### config.mk
export PLATFORM = sky130hd
export DESIGN_NAME = bic_top
export DESIGN_NICKNAME = d
export VERILOG_FILES = /design/src/rtl/bic_pkg.sv /design/src/rtl/bic_section.sv /design/src/rtl/bic_lowest.sv /design/src/rtl/bic_gmask.sv /design/src/rtl/bic_top.sv
export SDC_FILE = /design/constraint.sdc
export NUM_CORES = 1
export LEC_CHECK = 0
export CAP_MARGIN = 20
export CORE_MARGIN = 2
export CORE_UTILIZATION = 41
export CTS_BUF_LIST = sky130_fd_sc_hd__clkbuf_2
export CTS_CLUSTER_SIZE = 25
export DETAILED_ROUTE_END_ITERATION = 7
export DONT_BUFFER_PORTS = 1
export GPL_TIMING_DRIVEN = 0
export PLACE_DENSITY = 0.54
export SYNTH_ARGS = -nofsm -noshare
export SYNTH_HDL_FRONTEND = slang
export SYNTH_SLANG_ARGS = --single-unit
### constraint.sdc
create_clock -name clk_i -period 6.2 [get_ports clk_i]
set_input_delay 0.62 -clock clk_i [delete_from_list [all_inputs] [get_ports clk_i]]
set_output_delay 0.62 -clock clk_i [all_outputs]
set_load 0.05 [all_outputs]
### src/rtl/bic_pkg.sv
package bic_pkg;
  localparam int unsigned SEC_W = 32;

  localparam logic [7:0] OFF_PEND     = 8'h00;
  localparam logic [7:0] OFF_MASK     = 8'h04;
  localparam logic [7:0] OFF_ROUTE    = 8'h08;
  localparam logic [7:0] OFF_SORT_IRQ = 8'h10;
  localparam logic [7:0] OFF_SORT_FIQ = 8'h14;
  localparam logic [7:0] OFF_CTRL     = 8'h18;
  localparam logic [7:0] OFF_STAT     = 8'hA0;
  localparam logic [7:0] OFF_BCFG     = 8'hA4;
  localparam logic [7:0] OFF_REV      = 8'hA8;

  typedef enum logic [1:0] {
    GM_OPEN   = 2'd0,
    GM_DRAIN  = 2'd1,
    GM_LOCKED = 2'd2
  } gm_state_e;
endpackage

### src/rtl/bic_section.sv
module bic_section #(
  parameter int unsigned W = 32
) (
  input  logic         clk_i,
  input  logic         rst_ni,
  input  logic [W-1:0] src_i,
  input  logic         clr_we_i,
  input  logic         mask_we_i,
  input  logic         route_we_i,
  input  logic [W-1:0] wdata_i,
  output logic [W-1:0] pend_o,
  output logic [W-1:0] mask_o,
  output logic [W-1:0] route_o
);
  logic [W-1:0] prev_q;
  logic [W-1:0] clr;

  assign clr = clr_we_i ? wdata_i : '0;

  always_ff @(posedge clk_i or negedge rst_ni) begin
    if (!rst_ni) begin
      prev_q  <= '0;
      pend_o  <= '0;
      mask_o  <= '1;
      route_o <= '0;
    end else begin
      prev_q <= src_i;
      // set wins over clear
      pend_o <= (pend_o & ~clr) | (src_i & ~prev_q);
      if (mask_we_i)  mask_o  <= wdata_i;
      if (route_we_i) route_o <= wdata_i;
    end
  end
endmodule

### src/rtl/bic_lowest.sv
module bic_lowest #(
  parameter int unsigned N   = 64,
  parameter int unsigned IDW = 6
) (
  input  logic [N-1:0]   vec_i,
  output logic           found_o,
  output logic [IDW-1:0] idx_o
);
  always_comb begin
    found_o = 1'b0;
    idx_o   = '0;
    for (int i = N - 1; i >= 0; i--) begin
      if (vec_i[i]) begin
        found_o = 1'b1;
        idx_o   = IDW'(i);
      end
    end
  end
endmodule

### src/rtl/bic_gmask.sv
module bic_gmask
  import bic_pkg::*;
#(
  parameter int unsigned N = 64
) (
  input  logic      clk_i,
  input  logic      rst_ni,
  input  logic      set_i,
  input  logic      clr_i,
  input  logic [N-1:0] active_i,
  output gm_state_e state_o,
  output logic [N-1:0] present_o
);
  logic [N-1:0] drain_q;
  logic [N-1:0] still;

  assign still = drain_q & active_i;

  always_comb begin
    unique case (state_o)
      GM_OPEN:  present_o = active_i;
      GM_DRAIN: present_o = still;
      default:  present_o = '0;
    endcase
  end

  always_ff @(posedge clk_i or negedge rst_ni) begin
    if (!rst_ni) begin
      state_o <= GM_OPEN;
      drain_q <= '0;
    end else if (clr_i) begin
      state_o <= GM_OPEN;
      drain_q <= '0;
    end else begin
      unique case (state_o)
        GM_OPEN: if (set_i) begin
          state_o <= GM_DRAIN;
          drain_q <= active_i;
        end
        GM_DRAIN: begin
          drain_q <= still;
          if (still == '0) state_o <= GM_LOCKED;
        end
        default: state_o <= GM_LOCKED;
      endcase
    end
  end
endmodule

### src/rtl/bic_top.sv
module bic_top
  import bic_pkg::*;
#(
  parameter int unsigned NUM_SEC  = 2,
  parameter int unsigned ADDR_W   = 11,
  parameter int unsigned SEL_W    = 3,
  parameter int unsigned BCFG_W   = 8,
  parameter logic [31:0] REVISION = 32'h0000_0021
) (
  input  logic                       clk_i,
  input  logic                       rst_ni,
  input  logic [NUM_SEC*SEC_W-1:0]   src_i,
  input  logic                       bus_req_i,
  input  logic                       bus_we_i,
  input  logic [ADDR_W-1:0]          bus_addr_i,
  input  logic [31:0]                bus_wdata_i,
  output logic [31:0]                bus_rdata_o,
  output logic                       irq_o,
  output logic                       fiq_o,
  output logic                       secure_mask_no,
  input  logic [SEL_W-1:0]           spy_sel_i,
  output logic [31:0]                spy_o
);
  localparam int unsigned NI   = NUM_SEC * SEC_W;
  localparam int unsigned IDW  = $clog2(NI);
  localparam int unsigned SECW = ADDR_W - 8;

  logic [SECW-1:0] sec_idx;
  logic [7:0]      off;
  logic            wr, rd, sec0;

  assign sec_idx = bus_addr_i[ADDR_W-1:8];
  assign off     = bus_addr_i[7:0];
  assign wr      = bus_req_i & bus_we_i;
  assign rd      = bus_req_i & ~bus_we_i;
  assign sec0    = (sec_idx == '0);

  logic [SEC_W-1:0] pend_w  [NUM_SEC];
  logic [SEC_W-1:0] mask_w  [NUM_SEC];
  logic [SEC_W-1:0] route_w [NUM_SEC];
  logic [NI-1:0]    pend_all, mask_all, route_all, active, present;

  for (genvar s = 0; s < NUM_SEC; s++) begin : g_sec
    logic hit;
    assign hit = wr && (sec_idx == SECW'(s));
    bic_section #(.W(SEC_W)) u_sec (
      .clk_i      (clk_i),
      .rst_ni     (rst_ni),
      .src_i      (src_i[s*SEC_W +: SEC_W]),
      .clr_we_i   (hit && off == OFF_PEND),
      .mask_we_i  (hit && off == OFF_MASK),
      .route_we_i (hit && off == OFF_ROUTE),
      .wdata_i    (bus_wdata_i),
      .pend_o     (pend_w[s]),
      .mask_o     (mask_w[s]),
      .route_o    (route_w[s])
    );
    assign pend_all[s*SEC_W +: SEC_W]  = pend_w[s];
    assign mask_all[s*SEC_W +: SEC_W]  = mask_w[s];
    assign route_all[s*SEC_W +: SEC_W] = route_w[s];
  end

  assign active = pend_all & ~mask_all;

  gm_state_e gm_state;
  logic      ctrl_we;
  assign ctrl_we = wr && sec0 && off == OFF_CTRL;

  bic_gmask #(.N(NI)) u_gmask (
    .clk_i     (clk_i),
    .rst_ni    (rst_ni),
    .set_i     (ctrl_we && bus_wdata_i[0]),
    .clr_i     (ctrl_we && !bus_wdata_i[0]),
    .active_i  (active),
    .state_o   (gm_state),
    .present_o (present)
  );

  logic [NI-1:0]  irq_vec, fiq_vec;
  logic           irq_found, fiq_found;
  logic [IDW-1:0] irq_idx, fiq_idx;

  assign irq_vec = present & ~route_all;
  assign fiq_vec = present & route_all;
  assign irq_o   = |irq_vec;
  assign fiq_o   = |fiq_vec;
  assign secure_mask_no = (gm_state != GM_LOCKED);

  bic_lowest #(.N(NI), .IDW(IDW)) u_low_irq (
    .vec_i(irq_vec), .found_o(irq_found), .idx_o(irq_idx)
  );
  bic_lowest #(.N(NI), .IDW(IDW)) u_low_fiq (
    .vec_i(fiq_vec), .found_o(fiq_found), .idx_o(fiq_idx)
  );

  logic [BCFG_W-1:0] bcfg_q;
  always_ff @(posedge clk_i or negedge rst_ni) begin
    if (!rst_ni)                              bcfg_q <= '0;
    else if (wr && sec0 && off == OFF_BCFG)   bcfg_q <= bus_wdata_i[BCFG_W-1:0];
  end

  logic [31:0] rd_val;
  always_comb begin
    rd_val = '0;
    for (int s = 0; s < int'(NUM_SEC); s++) begin
      if (sec_idx == SECW'(s)) begin
        case (off)
          OFF_PEND:  rd_val = pend_w[s];
          OFF_MASK:  rd_val = mask_w[s];
          OFF_ROUTE: rd_val = route_w[s];
          default:   ;
        endcase
      end
    end
    if (sec0) begin
      case (off)
        OFF_SORT_IRQ: rd_val = irq_found ? 32'(irq_idx) : '1;
        OFF_SORT_FIQ: rd_val = fiq_found ? 32'(fiq_idx) : '1;
        OFF_CTRL:     rd_val = {31'b0, gm_state != GM_OPEN};
        OFF_STAT:     rd_val = {30'b0, gm_state == GM_LOCKED, gm_state == GM_DRAIN};
        OFF_BCFG:     rd_val = 32'(bcfg_q);
        OFF_REV:      rd_val = REVISION;
        default:      ;
      endcase
    end
  end

  always_ff @(posedge clk_i or negedge rst_ni) begin
    if (!rst_ni)  bus_rdata_o <= '0;
    else if (rd)  bus_rdata_o <= rd_val;
  end

  always_comb begin
    spy_o = '0;
    for (int s = 0; s < int'(NUM_SEC); s++) begin
      if (spy_sel_i == SEL_W'(s)) spy_o = pend_w[s];
    end
  end
endmodule

# Word-level counts from Yosys, hierarchy flattened
# Cells that the tools add are included.
[totals]
regBits = 362
latch_bits = 0
ramBits = 0
rom_bits = 0
out_inout_bits = 67
elab_cells = 346
memories = 0
[classes]
add_sub_neg = 0
multipliers = 0
n_div = 0
magnitude_cmp = 0
n_eq_ne = 15
n_shift = 0
n_mux = 276
n_bitwise = 19
reduce_logical = 24
[ops]
columns = ["operator", "count"]
rows = [
  ["$mux 6", 128],
  ["$mux 32", 9],
  ["$and 64x64->64", 4],
  ["$pmux 64 s2", 2],
  ["$pmux 32 s3", 2],
  ["$pmux 32 s6", 1],
  ["$and 32x32->32", 4],
  ["$mux 1", 128],
  ["$mux 64", 2],
  ["$not 32->32", 4],
  ["$not 64->64", 2],
  ["$reduce_or 64->1", 2],
  ["$logic_not 64->1", 1],
  ["$or 32x32->32", 2],
  ["$eq 8x5->1 const B", 3],
  ["$eq 8x8->1 const B", 3],
  ["$logic_and 1x1->1", 12],
  ["$eq 8x3->1 const B", 1],
  ["$eq 8x4->1 const B", 1],
  ["$logic_not 8->1", 1],
  ["$eq 3x1->1 const B", 2],
  ["$logic_not 3->1", 2],
  ["$mux 2", 3],
  ["$ne 3x1->1 const B", 2],
  ["11 further kinds", 13],
]

# Longest topological paths before layout
[depth]
depth_word = 72
depth_mapped = 12
depth_no_buf = 9

# Cells and area by module
# Synthesis repeated with hierarchy kept, for this count alone.
[hier_totals]
cells_unflattened = 2071
area_unflattened_um2 = 20498.4
[by_module_without_submodules]
columns = ["mod", "n_inst", "cells_each", "area_each_um2"]
rows = [
  ["bic_section", 2, 299, 4874.7],
  ["bic_top", 1, 726, 5489.0],
  ["bic_gmask", 1, 467, 3733.6],
  ["bic_lowest", 2, 140, 763.2],
]

# Worst setup path before layout
# No wires, ideal clock.
[synth_path]
path_type = "register to output"
start = "reg u_gmask.state_o[1]"
end = "out irq_o"
arrival_time_ns = 2.387
required_time_ns = 5.580
setup_slack_ns = 3.193
stages_incl_launch_ff = 8
path_buffers = 2
cell_sequence = "dfrtp_1 buf_2 clkbuf_1 nor4_1 nor4_1 nand3_1 nor4_2 nand3_1"
[synth_via]
elab_chain_len = 4
[synth_rtl]
columns = ["element", "line_no", "source"]
rows = [
  ["start, declared", "bic_gmask.sv:11", "output gm_state_e state_o,"],
  ["start signal, assigned", "bic_gmask.sv:29", "state_o <= GM_OPEN;"],
  ["start signal, assigned", "bic_gmask.sv:32", "state_o <= GM_OPEN;"],
  ["start signal, assigned", "bic_gmask.sv:37", "state_o <= GM_DRAIN;"],
  ["$eq 2x1->1 or $logic_not 2->1 (tied branches)", "bic_gmask.sv:20", "unique case (state_o)"],
  ["$pmux 64 s2 (*)", "bic_gmask.sv:20", ""],
  ["$and 64x64->64 (*)", "bic_top.sv:83", "assign irq_vec = present & ~route_all;"],
  ["$reduce_or 64->1 (*)", "bic_top.sv:85", "assign irq_o = |irq_vec;"],
  ["end, declared", "bic_top.sv:18", "output logic irq_o,"],
]
# Every way passes the cells marked *; elsewhere a longest branch is shown, timed or not.

# Final worst setup path
# Ends and elaborated chain as after synthesis.

==> metrics.md <==
| Metric | Value |
|---|---|
| Synth area leaders | `dfrtp_1 (39%), dfstp_2 (8.8%), mux2_2 (8.1%), o21ai_0 (4.2%), nand2_1 (4.0%)` |
| Primary FF master, synth | `dfrtp_1` |
| Flop pwr share | `53.5%` |
| Layout Skew | `0.0564 ns` |
| Worst-path clk slew | `0.10 ns` |
| Area share of the largest cell type after synthesis | `39.2%` |
| WL/cell | `29.5 um` |
| CP max FO | `10` |
| Req. time, crit path | `5.58 ns` |
| Static Leak | `9.98 nW` |
| Post-synth top cells | `dfrtp_1 (298), nand2_1 (205), o21ai_0 (160), inv_1 (140), mux2_2 (137)` |
| CTS Sinks | `362` |
| Internal power | `3.22 mW` |
| CTS Hold Bufs | `171` |
| Pre-CTS setup slack | `1.42 ns` |
| Gate Count Post-Synth | `1958` |
| Count of final setup violators | `0` |
| Final hold vios | `362` |
| Layout area overhead | `18.3%` |
| Layout cells sized above 1 | `18.8%` |
| Reg2Reg Depth | `11` |
| Peak supply drop | `0.145 mV` |
| Port Buffers | `0` |
| Vias in the first global route | `17900` |
| Status | `finished with violations` |
| EDFF count, synth | `0` |
| GP Congestion | `1.01` |
| Global-route wire length before repair | `123000 um` |
| Final hold slack | `-0.842 ns` |
| Crit path capture type | `output port` |
| Fin nets | `2352` |
| Clk root buf | `clkbuf_2` |
| Placed Area | `19900 um2` |
| 1st-iter DRT viols | `2251` |
| Worst R2R Start | `u_gmask.state_o[1]` |
| Failing checks | `negative hold slack` |
| Synth cell types | `76` |
| Io pins | `181` |
| Clock power share | `40.4%` |
| Max-slew violations | `0` |
| Crit Reg-Reg Endpoint | `bus_rdata_o[1]` |
| Mapped Area | `19000 um2` |
| Die Wd | `220 um` |
| Finished Core Util | `49.4%` |
| Most common cell in the netlist | `dfrtp_1` |
| HP Class | `in -> async` |
| DRC Markers | `0` |
| Switching share of total power | `28.1%` |
| Die H | `220 um` |
| Total negative setup slack | `0 ns` |
| Combinational Power Share | `6.0%` |
| Max frequency | `164 MHz` |
| Cell Rows | `78` |
| Period utilization | `98.5%` |
| Max_cap viols | `0` |
| Register-to-register setup slack | `1.00 ns` |
| Arr. time, crit path | `5.49 ns` |
| Drt first pass iters | `8` |
| Cell Pwr Density | `199 nW/um2` |
| Final min period | `6.11 ns` |
| Detail Route Antenna Nets | `0` |
| Slew headroom | `17.3%` |
| Worst slew pin tran | `1.23 ns` |
| Worst Setup Slack, final | `0.0922 ns` |
| Seq cells post-synth | `362` |
| Post-synth ARST share | `100%` |
| Initial antenna violation count | `4` |
| Syn nets | `2072` |
| Critical path class | `reg -> out` |
| Die ar. | `48200 um2` |
| Global Route Usage Sum | `35.8%` |
| Routed via count | `18100` |
| Vias per Instance | `6.20` |
| Syn avg cell area | `9.72 um2` |
| Fin area | `22500 um2` |
| Max Root-Sink Buffers | `3` |
| Crit path launch type | `flop` |
| Largest net degree at the start of global routing | `363` |
| CTS H-tree depth | `3` |
| Area leader, netlist | `dfrtp_1` |
| Sequential area share after synthesis | `48.0%` |
| Num CTS Buffers | `99` |
| GR Overflow Total | `0` |
| Clock Latency Late Sink | `1.17 ns` |
| DRT Wirelength | `86200 um` |
| DP HPWL | `64300 um` |
| Starting Density | `41.8%` |
| Syn. warnings | `0` |
| Post-CTS Setup Inserts | `0` |
| Core ar. | `45600 um2` |
| Fill cells | `4410` |
| CTS tree | `built` |
| Switching Power | `1.26 mW` |
cell type report:
cell class / count / area (um2) / area share [%]
Sequential cell: 362 / 9140 / 40.6
Antenna cell: 5 / 12.5 / 0.0555
Tap cell: 600 / 751 / 3.33
Clock buffer: 163 / 816 / 3.62
Clock inverter: 22 / 111 / 0.494
Inverter: 140 / 526 / 2.33
Multi-Input combinational cell: 1346 / 8960 / 39.8
Buffer: 110 / 443 / 1.97
Timing Repair Buffer: 179 / 1770 / 7.85
placed cells by master (no fill, tap or decap), drive strengths merged, types with 6 or more instances in the layout:
| master | instances |
|---|---|
| a2111oi | 9 |
| a211o | 6 |
| a211oi | 8 |
| a21oi | 92 |
| a222oi | 64 |
| a22o | 33 |
| a31oi | 6 |
| and2 | 10 |
| buf | 44 |
| clkbuf | 237 |
| clkinv | 16 |
| dfrtp | 298 |
| dfstp | 64 |
| dlygate4sd3 | 171 |
| inv | 145 |
| mux2 | 137 |
| nand2 | 205 |
| nand2b | 83 |
| nand3 | 14 |
| nand4 | 12 |
| nor2 | 82 |
| nor2b | 69 |
| nor3 | 27 |
| nor4 | 82 |
| nor4b | 55 |
| o2111ai | 7 |
| o21ai | 161 |
| o21bai | 6 |
| o221ai | 6 |
| o22ai | 51 |
| o31ai | 27 |
| or2 | 8 |
| or4 | 18 |
critical path, cell delays in order (launching register included):
cell and delay, ns:
dfrtp_1 0.41, buf_2 0.37, buf_1 0.89, nor4_1 0.16, nor4_1 0.97, nand4_1 0.28
nor4_2 0.60, nand3_1 0.64
power by group through the flow:
stage / Combinational, mW / Clock (mW) / Sequential, mW
after floorplan: 0.122 / 0 / 2.44
after global placement: 0.159 / 0 / 2.44
after detailed placement: 0.161 / 0 / 2.45
after CTS: 0.267 / 1.86 / 2.40
after global routing: 0.285 / 1.98 / 2.40
final: 0.271 / 1.81 / 2.40
metrics by stage:
stage          total power [mW]  cells
3_3_place_gp               2.60   2558
5_1_grt                    4.67   2927
6_report                   4.49   2927
2_1_floorplan              2.56   1958
4_1_cts                    4.53   2920
3_5_place_dp               2.61   2564
state kept, by name, summed over array words and instances (netlist names):
signal               flops
g_sec.u_sec.prev_q      64
g_sec.u_sec.mask_o      64
g_sec.u_sec.pend_o      64
bcfg_q                   8
u_gmask.state_o          2
g_sec.u_sec.route_o     64
u_gmask.drain_q         64
bus_rdata_o             32
worst max-delay path by stage:
stage / start / to / depth (start not counted)
3_3_place_gp: u_gmask.state_o[1] / fiq_o / 7
2_1_floorplan: u_gmask.state_o[1] / irq_o / 7
4_1_cts: u_gmask.state_o[1] / irq_o / 7
5_1_grt: u_gmask.state_o[1] / irq_o / 7
3_5_place_dp: u_gmask.state_o[1] / irq_o / 7
6_report: u_gmask.state_o[1] / irq_o / 7
metal layers:
metal | vias up | GRT usage [%] | share of wire, %
li1 | 7870 | - | -
met1 | 9229 | 45.7 | 41
met2 | 845 | 57.1 | 46
met3 | 192 | 7.81 | 7.1
met4 | 0 | 18.6 | 5.2
met5 | - | 0 | 0
logic make-up (layout without fill, tap and decap cells):
group	after synthesis	count (layout)	synth area share, %
other cells	0	5	0
compound gates	515	515	18.2
simple gates	693	693	20.5
buf+inv	250	614	5.09
flops	362	362	48.0
mux	138	138	8.15
repair_timing:
action                                 CTS  global route
setup endpoints to repair                0             1
gates resized for setup                  0             1
endpoints found under the hold margin  637           362
Note: power is estimated with default switching activity, not from simulation.
